**src/rtl/sram_ctrl_pkg.sv**
```systemverilog
package sram_ctrl_pkg;

  typedef enum logic [2:0] {
    ST_IDLE      = 3'd0,
    ST_RD_ACC    = 3'd1,
    ST_RD_TURN   = 3'd2,
    ST_WR_SETUP  = 3'd3,
    ST_WR_STROBE = 3'd4,
    ST_WR_HOLD   = 3'd5,
    ST_DONE      = 3'd6
  } seq_state_e;

  typedef struct packed {
    logic cs_n;
    logic oe_n;
    logic we_n;
    logic dq_oe;
    logic done;
  } pin_ctl_t;

  localparam pin_ctl_t PINS_IDLE = '{cs_n: 1'b1, oe_n: 1'b1, we_n: 1'b1, dq_oe: 1'b0, done: 1'b0};

  // Cycles needed to cover a nanosecond limit, never fewer than one.
  function automatic int ns_cycles(input int ns, input int period);
    int c;
    c = (ns + period - 1) / period;
    if (c < 1) c = 1;
    return c;
  endfunction

  function automatic int imax(input int a, input int b);
    return (a > b) ? a : b;
  endfunction

  // Write strobe length: pulse width, select-to-end, data setup, and the
  // part of the write cycle time not already covered by setup and hold.
  function automatic int strobe_cycles(input int t_wp, input int t_cw, input int t_dw,
                                       input int t_wc, input int period,
                                       input int su, input int hd);
    int m;
    int rest;
    m    = imax(ns_cycles(t_wp, period), imax(ns_cycles(t_cw, period), ns_cycles(t_dw, period)));
    rest = ((t_wc + period - 1) / period) - su - hd;
    return imax(m, rest);
  endfunction

endpackage

```
**src/rtl/sram_phase_timer.sv**
```systemverilog
module sram_phase_timer #(
  parameter int CW = 2
) (
  input  logic          clk,
  input  logic          rst_n,
  input  logic          load,
  input  logic [CW-1:0] load_val,
  output logic          expired
);

  logic [CW-1:0] cnt;

  always_ff @(posedge clk or negedge rst_n) begin
    if (!rst_n)           cnt <= '0;
    else if (load)        cnt <= load_val;
    else if (cnt != '0)   cnt <= cnt - CW'(1);
  end

  // Last cycle of the current phase.
  assign expired = (cnt == '0);

endmodule

```
**src/rtl/sram_seq_fsm.sv**
```systemverilog
module sram_seq_fsm
  import sram_ctrl_pkg::*;
#(
  parameter int CW        = 2,
  parameter int ACC_CYC   = 1,
  parameter int TURN_CYC  = 1,
  parameter int SETUP_CYC = 1,
  parameter int WP_CYC    = 1,
  parameter int HOLD_CYC  = 1
) (
  input  logic          clk,
  input  logic          rst_n,
  input  logic          req_fire,
  input  logic          req_write,
  input  logic          expired,
  output seq_state_e    state_q,
  output seq_state_e    state_d,
  output logic          tmr_load,
  output logic [CW-1:0] tmr_val
);

  localparam logic [CW-1:0] ACC_M1  = CW'(ACC_CYC - 1);
  localparam logic [CW-1:0] TURN_M1 = CW'(TURN_CYC - 1);
  localparam logic [CW-1:0] SU_M1   = CW'(SETUP_CYC - 1);
  localparam logic [CW-1:0] WP_M1   = CW'(WP_CYC - 1);
  localparam logic [CW-1:0] HD_M1   = CW'(HOLD_CYC - 1);

  always_comb begin
    state_d  = state_q;
    tmr_load = 1'b0;
    tmr_val  = '0;
    unique case (state_q)
      ST_IDLE: begin
        if (req_fire) begin
          tmr_load = 1'b1;
          if (req_write) begin
            state_d = ST_WR_SETUP;
            tmr_val = SU_M1;
          end else begin
            state_d = ST_RD_ACC;
            tmr_val = ACC_M1;
          end
        end
      end
      ST_RD_ACC: begin
        if (expired) begin
          state_d  = ST_RD_TURN;
          tmr_load = 1'b1;
          tmr_val  = TURN_M1;
        end
      end
      ST_RD_TURN: begin
        if (expired) state_d = ST_DONE;
      end
      ST_WR_SETUP: begin
        if (expired) begin
          state_d  = ST_WR_STROBE;
          tmr_load = 1'b1;
          tmr_val  = WP_M1;
        end
      end
      ST_WR_STROBE: begin
        if (expired) begin
          state_d  = ST_WR_HOLD;
          tmr_load = 1'b1;
          tmr_val  = HD_M1;
        end
      end
      ST_WR_HOLD: begin
        if (expired) state_d = ST_DONE;
      end
      ST_DONE:  state_d = ST_IDLE;
      default:  state_d = ST_IDLE;
    endcase
  end

  always_ff @(posedge clk or negedge rst_n) begin
    if (!rst_n) state_q <= ST_IDLE;
    else        state_q <= state_d;
  end

endmodule

```
**src/rtl/sram_pin_drive.sv**
```systemverilog
module sram_pin_drive
  import sram_ctrl_pkg::*;
#(
  parameter int ADDR_W = 15,
  parameter int DATA_W = 8
) (
  input  logic              clk,
  input  logic              rst_n,
  input  seq_state_e        state_d,
  input  logic              req_fire,
  input  logic [ADDR_W-1:0] req_addr,
  input  logic [DATA_W-1:0] req_wdata,
  input  logic              cap_en,
  input  logic [DATA_W-1:0] mem_dq_i,
  output logic [ADDR_W-1:0] mem_addr,
  output logic              mem_cs_n,
  output logic              mem_oe_n,
  output logic              mem_we_n,
  output logic [DATA_W-1:0] mem_dq_o,
  output logic              mem_dq_oe,
  output logic              rsp_valid,
  output logic [DATA_W-1:0] rsp_rdata
);

  pin_ctl_t pins_d;
  pin_ctl_t pins_q;

  // Strobe pattern of the state about to be entered, so that the pins
  // switch on the same edge as the state register.
  always_comb begin
    pins_d = PINS_IDLE;
    unique case (state_d)
      ST_RD_ACC:    pins_d = '{cs_n: 1'b0, oe_n: 1'b0, we_n: 1'b1, dq_oe: 1'b0, done: 1'b0};
      ST_RD_TURN:   pins_d = '{cs_n: 1'b0, oe_n: 1'b1, we_n: 1'b1, dq_oe: 1'b0, done: 1'b0};
      ST_WR_SETUP:  pins_d = '{cs_n: 1'b0, oe_n: 1'b1, we_n: 1'b1, dq_oe: 1'b1, done: 1'b0};
      ST_WR_STROBE: pins_d = '{cs_n: 1'b0, oe_n: 1'b1, we_n: 1'b0, dq_oe: 1'b1, done: 1'b0};
      ST_WR_HOLD:   pins_d = '{cs_n: 1'b0, oe_n: 1'b1, we_n: 1'b1, dq_oe: 1'b1, done: 1'b0};
      ST_DONE:      pins_d = '{cs_n: 1'b1, oe_n: 1'b1, we_n: 1'b1, dq_oe: 1'b0, done: 1'b1};
      default:      pins_d = PINS_IDLE;
    endcase
  end

  always_ff @(posedge clk or negedge rst_n) begin
    if (!rst_n) pins_q <= PINS_IDLE;
    else        pins_q <= pins_d;
  end

  // Address and write byte are frozen at acceptance for the whole access.
  always_ff @(posedge clk or negedge rst_n) begin
    if (!rst_n) begin
      mem_addr <= '0;
      mem_dq_o <= '0;
    end else if (req_fire) begin
      mem_addr <= req_addr;
      mem_dq_o <= req_wdata;
    end
  end

  always_ff @(posedge clk or negedge rst_n) begin
    if (!rst_n)      rsp_rdata <= '0;
    else if (cap_en) rsp_rdata <= mem_dq_i;
  end

  assign mem_cs_n  = pins_q.cs_n;
  assign mem_oe_n  = pins_q.oe_n;
  assign mem_we_n  = pins_q.we_n;
  assign mem_dq_oe = pins_q.dq_oe;
  assign rsp_valid = pins_q.done;

endmodule

```
**src/rtl/sram_bus_ctrl.sv**
```systemverilog
module sram_bus_ctrl
  import sram_ctrl_pkg::*;
#(
  parameter int ADDR_W        = 15,
  parameter int DATA_W        = 8,
  parameter int CLK_PERIOD_NS = 20,
  parameter int T_RC_NS       = 20,
  parameter int T_AA_NS       = 20,
  parameter int T_OE_NS       = 10,
  parameter int T_WC_NS       = 20,
  parameter int T_WP_NS       = 15,
  parameter int T_CW_NS       = 15,
  parameter int T_DW_NS       = 11,
  parameter int T_OHZ_NS      = 8,
  parameter int SETUP_CYC     = 1,
  parameter int HOLD_CYC      = 1
) (
  input  logic              clk,
  input  logic              rst_n,
  input  logic              req_valid,
  output logic              req_ready,
  input  logic              req_write,
  input  logic [ADDR_W-1:0] req_addr,
  input  logic [DATA_W-1:0] req_wdata,
  output logic              rsp_valid,
  output logic [DATA_W-1:0] rsp_rdata,
  output logic [ADDR_W-1:0] mem_addr,
  output logic              mem_cs_n,
  output logic              mem_oe_n,
  output logic              mem_we_n,
  output logic [DATA_W-1:0] mem_dq_o,
  output logic              mem_dq_oe,
  input  logic [DATA_W-1:0] mem_dq_i
);

  localparam int ACC_CYC  = imax(ns_cycles(T_RC_NS, CLK_PERIOD_NS),
                                 imax(ns_cycles(T_AA_NS, CLK_PERIOD_NS),
                                      ns_cycles(T_OE_NS, CLK_PERIOD_NS)));
  localparam int TURN_CYC = ns_cycles(T_OHZ_NS, CLK_PERIOD_NS);
  localparam int WP_CYC   = strobe_cycles(T_WP_NS, T_CW_NS, T_DW_NS, T_WC_NS,
                                           CLK_PERIOD_NS, SETUP_CYC, HOLD_CYC);
  localparam int SU_CYC   = imax(SETUP_CYC, 1);
  localparam int HD_CYC   = imax(HOLD_CYC, 1);
  localparam int MAX_CYC  = imax(imax(ACC_CYC, TURN_CYC), imax(WP_CYC, imax(SU_CYC, HD_CYC)));
  localparam int CW       = $clog2(MAX_CYC + 1);

  seq_state_e    state_q;
  seq_state_e    state_d;
  logic          tmr_load;
  logic [CW-1:0] tmr_val;
  logic          expired;
  logic          req_fire;
  logic          cap_en;

  assign req_ready = (state_q == ST_IDLE);
  assign req_fire  = req_valid && req_ready;
  assign cap_en    = (state_q == ST_RD_ACC) && expired;

  sram_phase_timer #(.CW(CW)) u_timer (
    .clk      (clk),
    .rst_n    (rst_n),
    .load     (tmr_load),
    .load_val (tmr_val),
    .expired  (expired)
  );

  sram_seq_fsm #(
    .CW        (CW),
    .ACC_CYC   (ACC_CYC),
    .TURN_CYC  (TURN_CYC),
    .SETUP_CYC (SU_CYC),
    .WP_CYC    (WP_CYC),
    .HOLD_CYC  (HD_CYC)
  ) u_fsm (
    .clk       (clk),
    .rst_n     (rst_n),
    .req_fire  (req_fire),
    .req_write (req_write),
    .expired   (expired),
    .state_q   (state_q),
    .state_d   (state_d),
    .tmr_load  (tmr_load),
    .tmr_val   (tmr_val)
  );

  sram_pin_drive #(.ADDR_W(ADDR_W), .DATA_W(DATA_W)) u_pins (
    .clk       (clk),
    .rst_n     (rst_n),
    .state_d   (state_d),
    .req_fire  (req_fire),
    .req_addr  (req_addr),
    .req_wdata (req_wdata),
    .cap_en    (cap_en),
    .mem_dq_i  (mem_dq_i),
    .mem_addr  (mem_addr),
    .mem_cs_n  (mem_cs_n),
    .mem_oe_n  (mem_oe_n),
    .mem_we_n  (mem_we_n),
    .mem_dq_o  (mem_dq_o),
    .mem_dq_oe (mem_dq_oe),
    .rsp_valid (rsp_valid),
    .rsp_rdata (rsp_rdata)
  );

endmodule

```
**config.mk**
```make
export PLATFORM = sky130hd
export DESIGN_NAME = sram_bus_ctrl
export DESIGN_NICKNAME = d
export VERILOG_FILES = /design/src/rtl/sram_ctrl_pkg.sv /design/src/rtl/sram_phase_timer.sv /design/src/rtl/sram_seq_fsm.sv /design/src/rtl/sram_pin_drive.sv /design/src/rtl/sram_bus_ctrl.sv
export SDC_FILE = /design/constraint.sdc
export NUM_CORES = 1
export LEC_CHECK = 0
export BUFFER_PORTS_ARGS = -buffer_cell sky130_fd_sc_hd__buf_2
export CORE_AREA = 2 2 71 73
export DETAILED_ROUTE_END_ITERATION = 12
export DIE_AREA = 0 0 73 75
export GPL_TIMING_DRIVEN = 0
export PLACE_DENSITY = 0.59
export SLEW_MARGIN = 15
export SYNTH_ARGS = -nofsm -noshare
export SYNTH_HDL_FRONTEND = slang
export SYNTH_SLANG_ARGS = --single-unit
```
**constraint.sdc**
```tcl
create_clock -name clk -period 2.1 [get_ports clk]
set_clock_uncertainty 0.2 [all_clocks]
set_input_delay 0.42 -clock clk [delete_from_list [all_inputs] [get_ports clk]]
set_output_delay 0.42 -clock clk [all_outputs]
set_load 0.02 [all_outputs]
```
==> impl_metrics.json, run 1 <==
{
  "status": "finished, final reports clean",
  "slew_headroom_pct": 42.66,
  "fin_crit_ps": 1970,
  "clock_latency_ps": 280,
  "synthesis.area_um2": 1550,
  "rrSetupSlack_ps": 130,
  "worst_pin_slew_ps": 860.0,
  "tns_ps": 0,
  "worstPathRequired_ps": 2070,
  "ctsResizeCount": 0,
  "syn_inst": 93,
  "gr-total-overflow": 0,
  "cts_root_buf": "clkbuf_8",
  "crit_type": "reg2reg",
  "drt_first_pass_iters": 2,
  "rsz0062_at_grt": "no",
  "post-route-period-util_pct": 93.82,
  "r2r_start": "u_fsm.state_q[1]$_DFF_PN0_",
  "areaGrowthSynthToFinish_pct": 34.54,
  "die_h_um": 75,
  "synth_nets": 129,
  "p_leak_uw": 0.001010,
  "rr_endpoint": "u_pins.mem_dq_o[2]$_DFFE_PN0N_",
  "die-area_um2": 5475,
  "core_area_um2": 4661,
  "start_kind": "flip-flop",
  "synth_most_common_cell": "dfrtp_1",
  "routed_via_density": 4.659,
  "yosys.cell_types.count": 22,
  "setup_viol": 0,
  "yosys.area.top_type": "dfrtp_1",
  "post_cts_buffers": 0,
  "cts.sinks": 39,
  "ff2ff_path_depth": 4,
  "synth-edff-count": 0,
  "yosys_warnings": 0,
  "grt.total_usage_pct": 11.51,
  "rows": 25,
  "via_count": 1053,
  "grt_pass1_vias": 1028,
  "grt_pass1_wl_um": 4719,
  "fin_ws_ps": 129.7,
  "layout-drive-gt1-share_pct": 72.09,
  "arrival_ps": 1940,
  "postCtsHoldBufs": 0,
  "p_per_area_nw_per_um2": 1757,
  "clock_path_buffers": 2,
  "hold_viol_final": 0,
  "numCtsBuffers": 5,
  "gp_congestion": 0.8052,
  "max_freq_ghz": 0.5075,
  "synth_common_cells": "dfrtp_1, mux2_2, buf_6, dfstp_2, inv_1",
  "async_reset_ff_share_pct": 100.0,
  "numPortBuffers": 71,
  "path_clk_slew_ps": 80,
  "wl_per_cell_um": 14.05,
  "drc": 0,
  "pre_cts_ws_ps": 148.6,
  "drt_iter0_markers": 37,
  "cts_tree": "built",
  "synth_seq_area_share_pct": 63.20,
  "fillers": 411,
  "postRouteAntennaNets": 0,
  "cts_htree_levels": 2,
  "critPathMaxFanout": 10,
  "grt_antenna_before_repair": 0,
  "synthTopCellsByArea": "dfrtp_1, mux2_2, dfstp_2",
  "ys_seq_elements": 39,
  "grt_max_degree": 40,
  "hold_path.class": "in2async",
  "start_util_pct": 33.26,
  "hpwl_um": 2376,
  "drv_slew": 0,
  "wirelength_um": 3176,
  "syn_avg_cell_area_um2": 16.67,
  "boundaryPins": 72,
  "end_kind": "flip-flop",
  "die_w_um": 73,
  "antenna_cells": 0,
  "maxCapViolCount": 0,
  "yosys_most_used_dff": "dfrtp_1",
  "ir_worst_vdd_mv": 0.5444,
  "synth_top_area_share_pct": 58.11,
  "nNetsFinal": 207
}
## sequential cells by signal, indices dropped and copies added, names as in the netlist
signal            flops
u_fsm.state_q         3
u_pins.mem_addr      15
u_pins.mem_cs_n       1
u_pins.mem_dq_o       8
u_pins.mem_dq_oe      1
u_pins.mem_oe_n       1
u_pins.mem_we_n       1
u_pins.rsp_rdata      8
u_pins.rsp_valid      1
## per-stage QoR
step | hold WS [ps] | cells | util, % | total power (uW) | area (um2)
global placement | 269.3 | 218 | 42.34 | 3011 | 1973
CTS | 71.07 | 226 | 44.75 | 3725 | 2086
detailed placement | 276.6 | 218 | 42.34 | 3091 | 1973
finish | 39.50 | 226 | 44.75 | 3664 | 2086
global route | 105.5 | 226 | 44.75 | 3886 | 2086
floorplan | -75.59 | 93 | - | 2528 | 1550
## final cells by class
type / instances / area (um2) / area share (%)
sequential: 39 / 979.7 / 46.97
timing repair buffer: 71 / 355.3 / 17.04
multi-input combinational: 47 / 518.0 / 24.84
clock buffer: 5 / 68.82 / 3.299
tap: 54 / 67.56 / 3.239
clock inverter: 3 / 43.79 / 2.100
buffer: 4 / 41.29 / 1.980
inverter: 3 / 11.26 / 0.5399
## routing by layer
| metal | part of all wire, % | vias to the layer above | track usage [%] |
|---|---|---|---|
| met5 | 0 | - | 0 |
| met4 | 1.3 | 0 | 4.938 |
| met3 | 6.2 | 5 | 3.882 |
| met2 | 54 | 40 | 20.22 |
| met1 | 39 | 523 | 12.74 |
| li1 | - | 485 | - |
## worst max-delay path by stage
stage | startpoint | end | slack (ps)
final | u_fsm.state_q[1]$_DFF_PN0_ | u_pins.mem_dq_o[2]$_DFFE_PN0N_ | 130
after global placement | u_fsm.state_q[1]$_DFF_PN0_ | u_pins.mem_dq_o[1]$_DFFE_PN0N_ | 210
after CTS | u_fsm.state_q[1]$_DFF_PN0_ | u_pins.mem_dq_o[2]$_DFFE_PN0N_ | 130
after floorplan | u_fsm.state_q[2]$_DFF_PN0_ | u_pins.mem_oe_n$_DFF_PN1_ | 270
after global routing | u_fsm.state_q[1]$_DFF_PN0_ | u_pins.mem_dq_o[2]$_DFFE_PN0N_ | 80
after detailed placement | u_fsm.state_q[1]$_DFF_PN0_ | u_pins.mem_dq_o[2]$_DFFE_PN0N_ | 150
## placed cells by master, fill, tap and decap left out, drive strengths merged, types with 2 or more instances in the layout
master	instances
mux2	32
dfstp	3
clkinv	2
inv	3
clkbuf	5
dfrtp	36
buf	75
## cell families (layout without fill, tap and decap cells)
| logic type | after synthesis | count (layout) | synth area share, % |
|---|---|---|---|
| flops | 39 | 39 | 63.20 |
| mux | 32 | 32 | 23.24 |
| fa+ha+maj | 1 | 1 | 0.8070 |
| buf+inv | 7 | 86 | 3.390 |
| simple gates | 10 | 10 | 5.973 |
| compound gates | 4 | 4 | 3.390 |
## worst max-delay path, cell delays in order, from the launching register on
cell	delay, ps
dfrtp_1	400
buf_4	180
nor4b_4	500
buf_6	220
mux2_2	350
## power breakdown
part	internal [uW]	switching [uW]
combinational	766	954
clock	354	263
sequential	1140	185
total	2260	1400
(Power assumes the default switching activity.)
==> run 2, diff against run 1 <==
--- a/config.mk
+++ b/config.mk
@@ -7,4 +7,5 @@
 export LEC_CHECK = 0
 export BUFFER_PORTS_ARGS = -buffer_cell sky130_fd_sc_hd__buf_2
+export CAP_MARGIN = 20
 export CORE_AREA = 2 2 71 73
 export DETAILED_ROUTE_END_ITERATION = 12
==> constraint.sdc (replaced) <==
create_clock -name clk -period 2.1 [get_ports clk]
set_clock_uncertainty 0.2 [all_clocks]
set_input_delay 0 -clock clk [delete_from_list [all_inputs] [get_ports clk]]
set_output_delay 0 -clock clk [all_outputs]
set_load 0.02 [all_outputs]
==> run 2 against run 1 <==
  * Final area grew 16%
  * Sequential share of layout area shrank 6.6 points
  * Routed wire length grew 15%
  * Sequential cell count is the same
  * Non-clock buffer count grew 34
  * Critical path depth is the same
  * First-iteration DRC count grew 22%
  * Clock power grew 1%
  * Sequential power is essentially flat
==> impl_metrics.json, run 2 (same netlist as run 1, synthesis figures left out) <==
{
  "status": "finished, final reports clean",
  "clock_latency_ps": 290,
  "cts.sinks": 39,
  "ctsResizeCount": 0,
  "die_h_um": 75,
  "wl_per_cell_um": 14.06,
  "p_per_area_nw_per_um2": 1538,
  "grt_max_degree": 40,
  "arrival_ps": 1920,
  "reg.largest.list": "u_pins.mem_addr x15, u_pins.mem_dq_o x8, u_pins.rsp_rdata x8",
  "antenna_cells": 0,
  "hold_viol_final": 0,
  "crit_chain": "buf_4 -> nor4b_4 -> buf_6 -> mux2_2",
  "drt_first_pass_iters": 4,
  "p_sw_uw": 1429,
  "grt_pass1_vias": 1145,
  "grt.total_usage_pct": 12.93,
  "hpwl_um": 2376,
  "max_freq_ghz": 0.5127,
  "regMostFlops": "u_pins.mem_addr",
  "worstPathRequired_ps": 2070,
  "combPwrFrac_pct": 47.6,
  "grt_antenna_before_repair": 0,
  "numCtsBuffers": 5,
  "rrSetupSlack_ps": 150,
  "layout_commonest_cell": "buf_2",
  "die_w_um": 73,
  "end_kind": "flip-flop",
  "wirelength_um": 3655,
  "post-route-period-util_pct": 92.88,
  "start_kind": "flip-flop",
  "drv_slew": 0,
  "cts_root_buf": "clkbuf_8",
  "post_cts_buffers": 0,
  "drt_iter0_markers": 45,
  "path_clk_slew_ps": 80,
  "fin_crit_ps": 1950,
  "cts_htree_levels": 2,
  "start_util_pct": 33.26,
  "routed_via_density": 4.585,
  "ir_worst_vdd_mv": 0.5751,
  "drc": 0,
  "core_area_um2": 4661,
  "maxCapViolCount": 0,
  "final_cell_mix": "buf_2, dfrtp_1, dlygate4sd3_1",
  "fillers": 375,
  "rows": 25,
  "critPathMaxFanout": 10,
  "gr-total-overflow": 0,
  "slew_headroom_pct": 42.00,
  "largest_reg_flops": 15,
  "fin_area_um2": 2426,
  "slowest_stage": "nor4b_4",
  "areaGrowthSynthToFinish_pct": 56.50,
  "numPortBuffers": 71,
  "nNetsFinal": 241,
  "p_clk_share_pct": 16.7,
  "cell_internal_pwr_uw": 2303,
  "postRouteAntennaNets": 0,
  "grt_pass1_wl_um": 5292,
  "switching_share_pct": 38.29,
  "p_leak_uw": 0.001152,
  "gp_congestion": 0.8052,
  "place_area_um2": 1973,
  "setup_viol": 0,
  "boundaryPins": 72,
  "postCtsHoldBufs": 34,
  "crit_type": "reg2reg",
  "rsz0062_at_grt": "no",
  "pwr-share-seq_pct": 35.7,
  "layout-drive-gt1-share_pct": 60.19,
  "clock_path_buffers": 2,
  "die-area_um2": 5475,
  "max_stage_delay_ps": 490,
  "cts_tree": "built",
  "hold_path.class": "in2async",
  "hold_ws_ps": 160.1,
  "worst_pin_slew_ps": 870.0,
  "via_count": 1192,
  "tns_ps": 0
}
[run 2: changes by cell type in the layout (fill, tap and decap cells not counted), sizes merged]
cell,previous run,this run
dlygate4sd3,0,34
[run 2: final timing paths]
kind                                                      from                              end  cells after the start
worst min-delay path                                     rst_n       u_fsm.state_q[0]$_DFF_PN0_                      2
min in group clk                                  req_addr[11]  u_pins.mem_addr[11]$_DFFE_PN0N_                      3
worst max register to register      u_fsm.state_q[1]$_DFF_PN0_  u_pins.mem_addr[13]$_DFFE_PN0N_                      4
max in group asynchronous                                rst_n  u_pins.mem_addr[11]$_DFFE_PN0N_                      2
worst min register to register  u_pins.mem_addr[4]$_DFFE_PN0N_   u_pins.mem_addr[4]$_DFFE_PN0N_                      1
worst max-delay path                u_fsm.state_q[1]$_DFF_PN0_  u_pins.mem_addr[13]$_DFFE_PN0N_                      4
[run 2: routing by layer]
layer	vias up	part of all wire [%]	global-route usage [%]	wire length [um]
met5	-	0	0	0
met4	0	1.0	5.556	38
met3	4	4.8	3.882	177
met2	44	54	23.62	1989
met1	588	40	13.85	1451
li1	556	-	-	-
[run 2: power by group through the flow]
stage | Combinational (uW) | Sequential (uW) | Clock [uW]
after floorplan | 765 | 1760 | 0
after global placement | 1690 | 1320 | 0
after detailed placement | 1750 | 1340 | 0
after CTS | 1800 | 1330 | 642
after global routing | 1900 | 1380 | 671
final | 1780 | 1330 | 624
[run 2: cell type report]
| cell class | instances | area [um2] | share of cell area (%) |
|---|---|---|---|
| buffer | 4 | 41.29 | 1.702 |
| clock buffer | 5 | 68.82 | 2.837 |
| clock inverter | 3 | 43.79 | 1.805 |
| inverter | 3 | 11.26 | 0.4642 |
| multi-input combinational | 47 | 518.0 | 21.35 |
| sequential | 39 | 979.7 | 40.38 |
| tap | 54 | 67.56 | 2.785 |
| timing repair buffer | 105 | 695.7 | 28.67 |
[run 2: worst max-delay path, delay by kind of cell, from the launching register on]
family	cells	cell delay, ps
buf+inv	2	400
flops	1	400
simple gates	1	490
mux	1	350
[run 2: through the flow]
stage          setup slack [ps]  total power (uW)  instances  utilization (%)
2_1_floorplan             272.5              2528         93                -
3_3_place_gp              210.4              3011        218            42.34
3_5_place_dp              148.6              3091        218            42.34
4_1_cts                   134.5              3773        260            52.05
5_1_grt                   70.96              3943        260            52.05
6_report                  149.5              3732        260            52.05
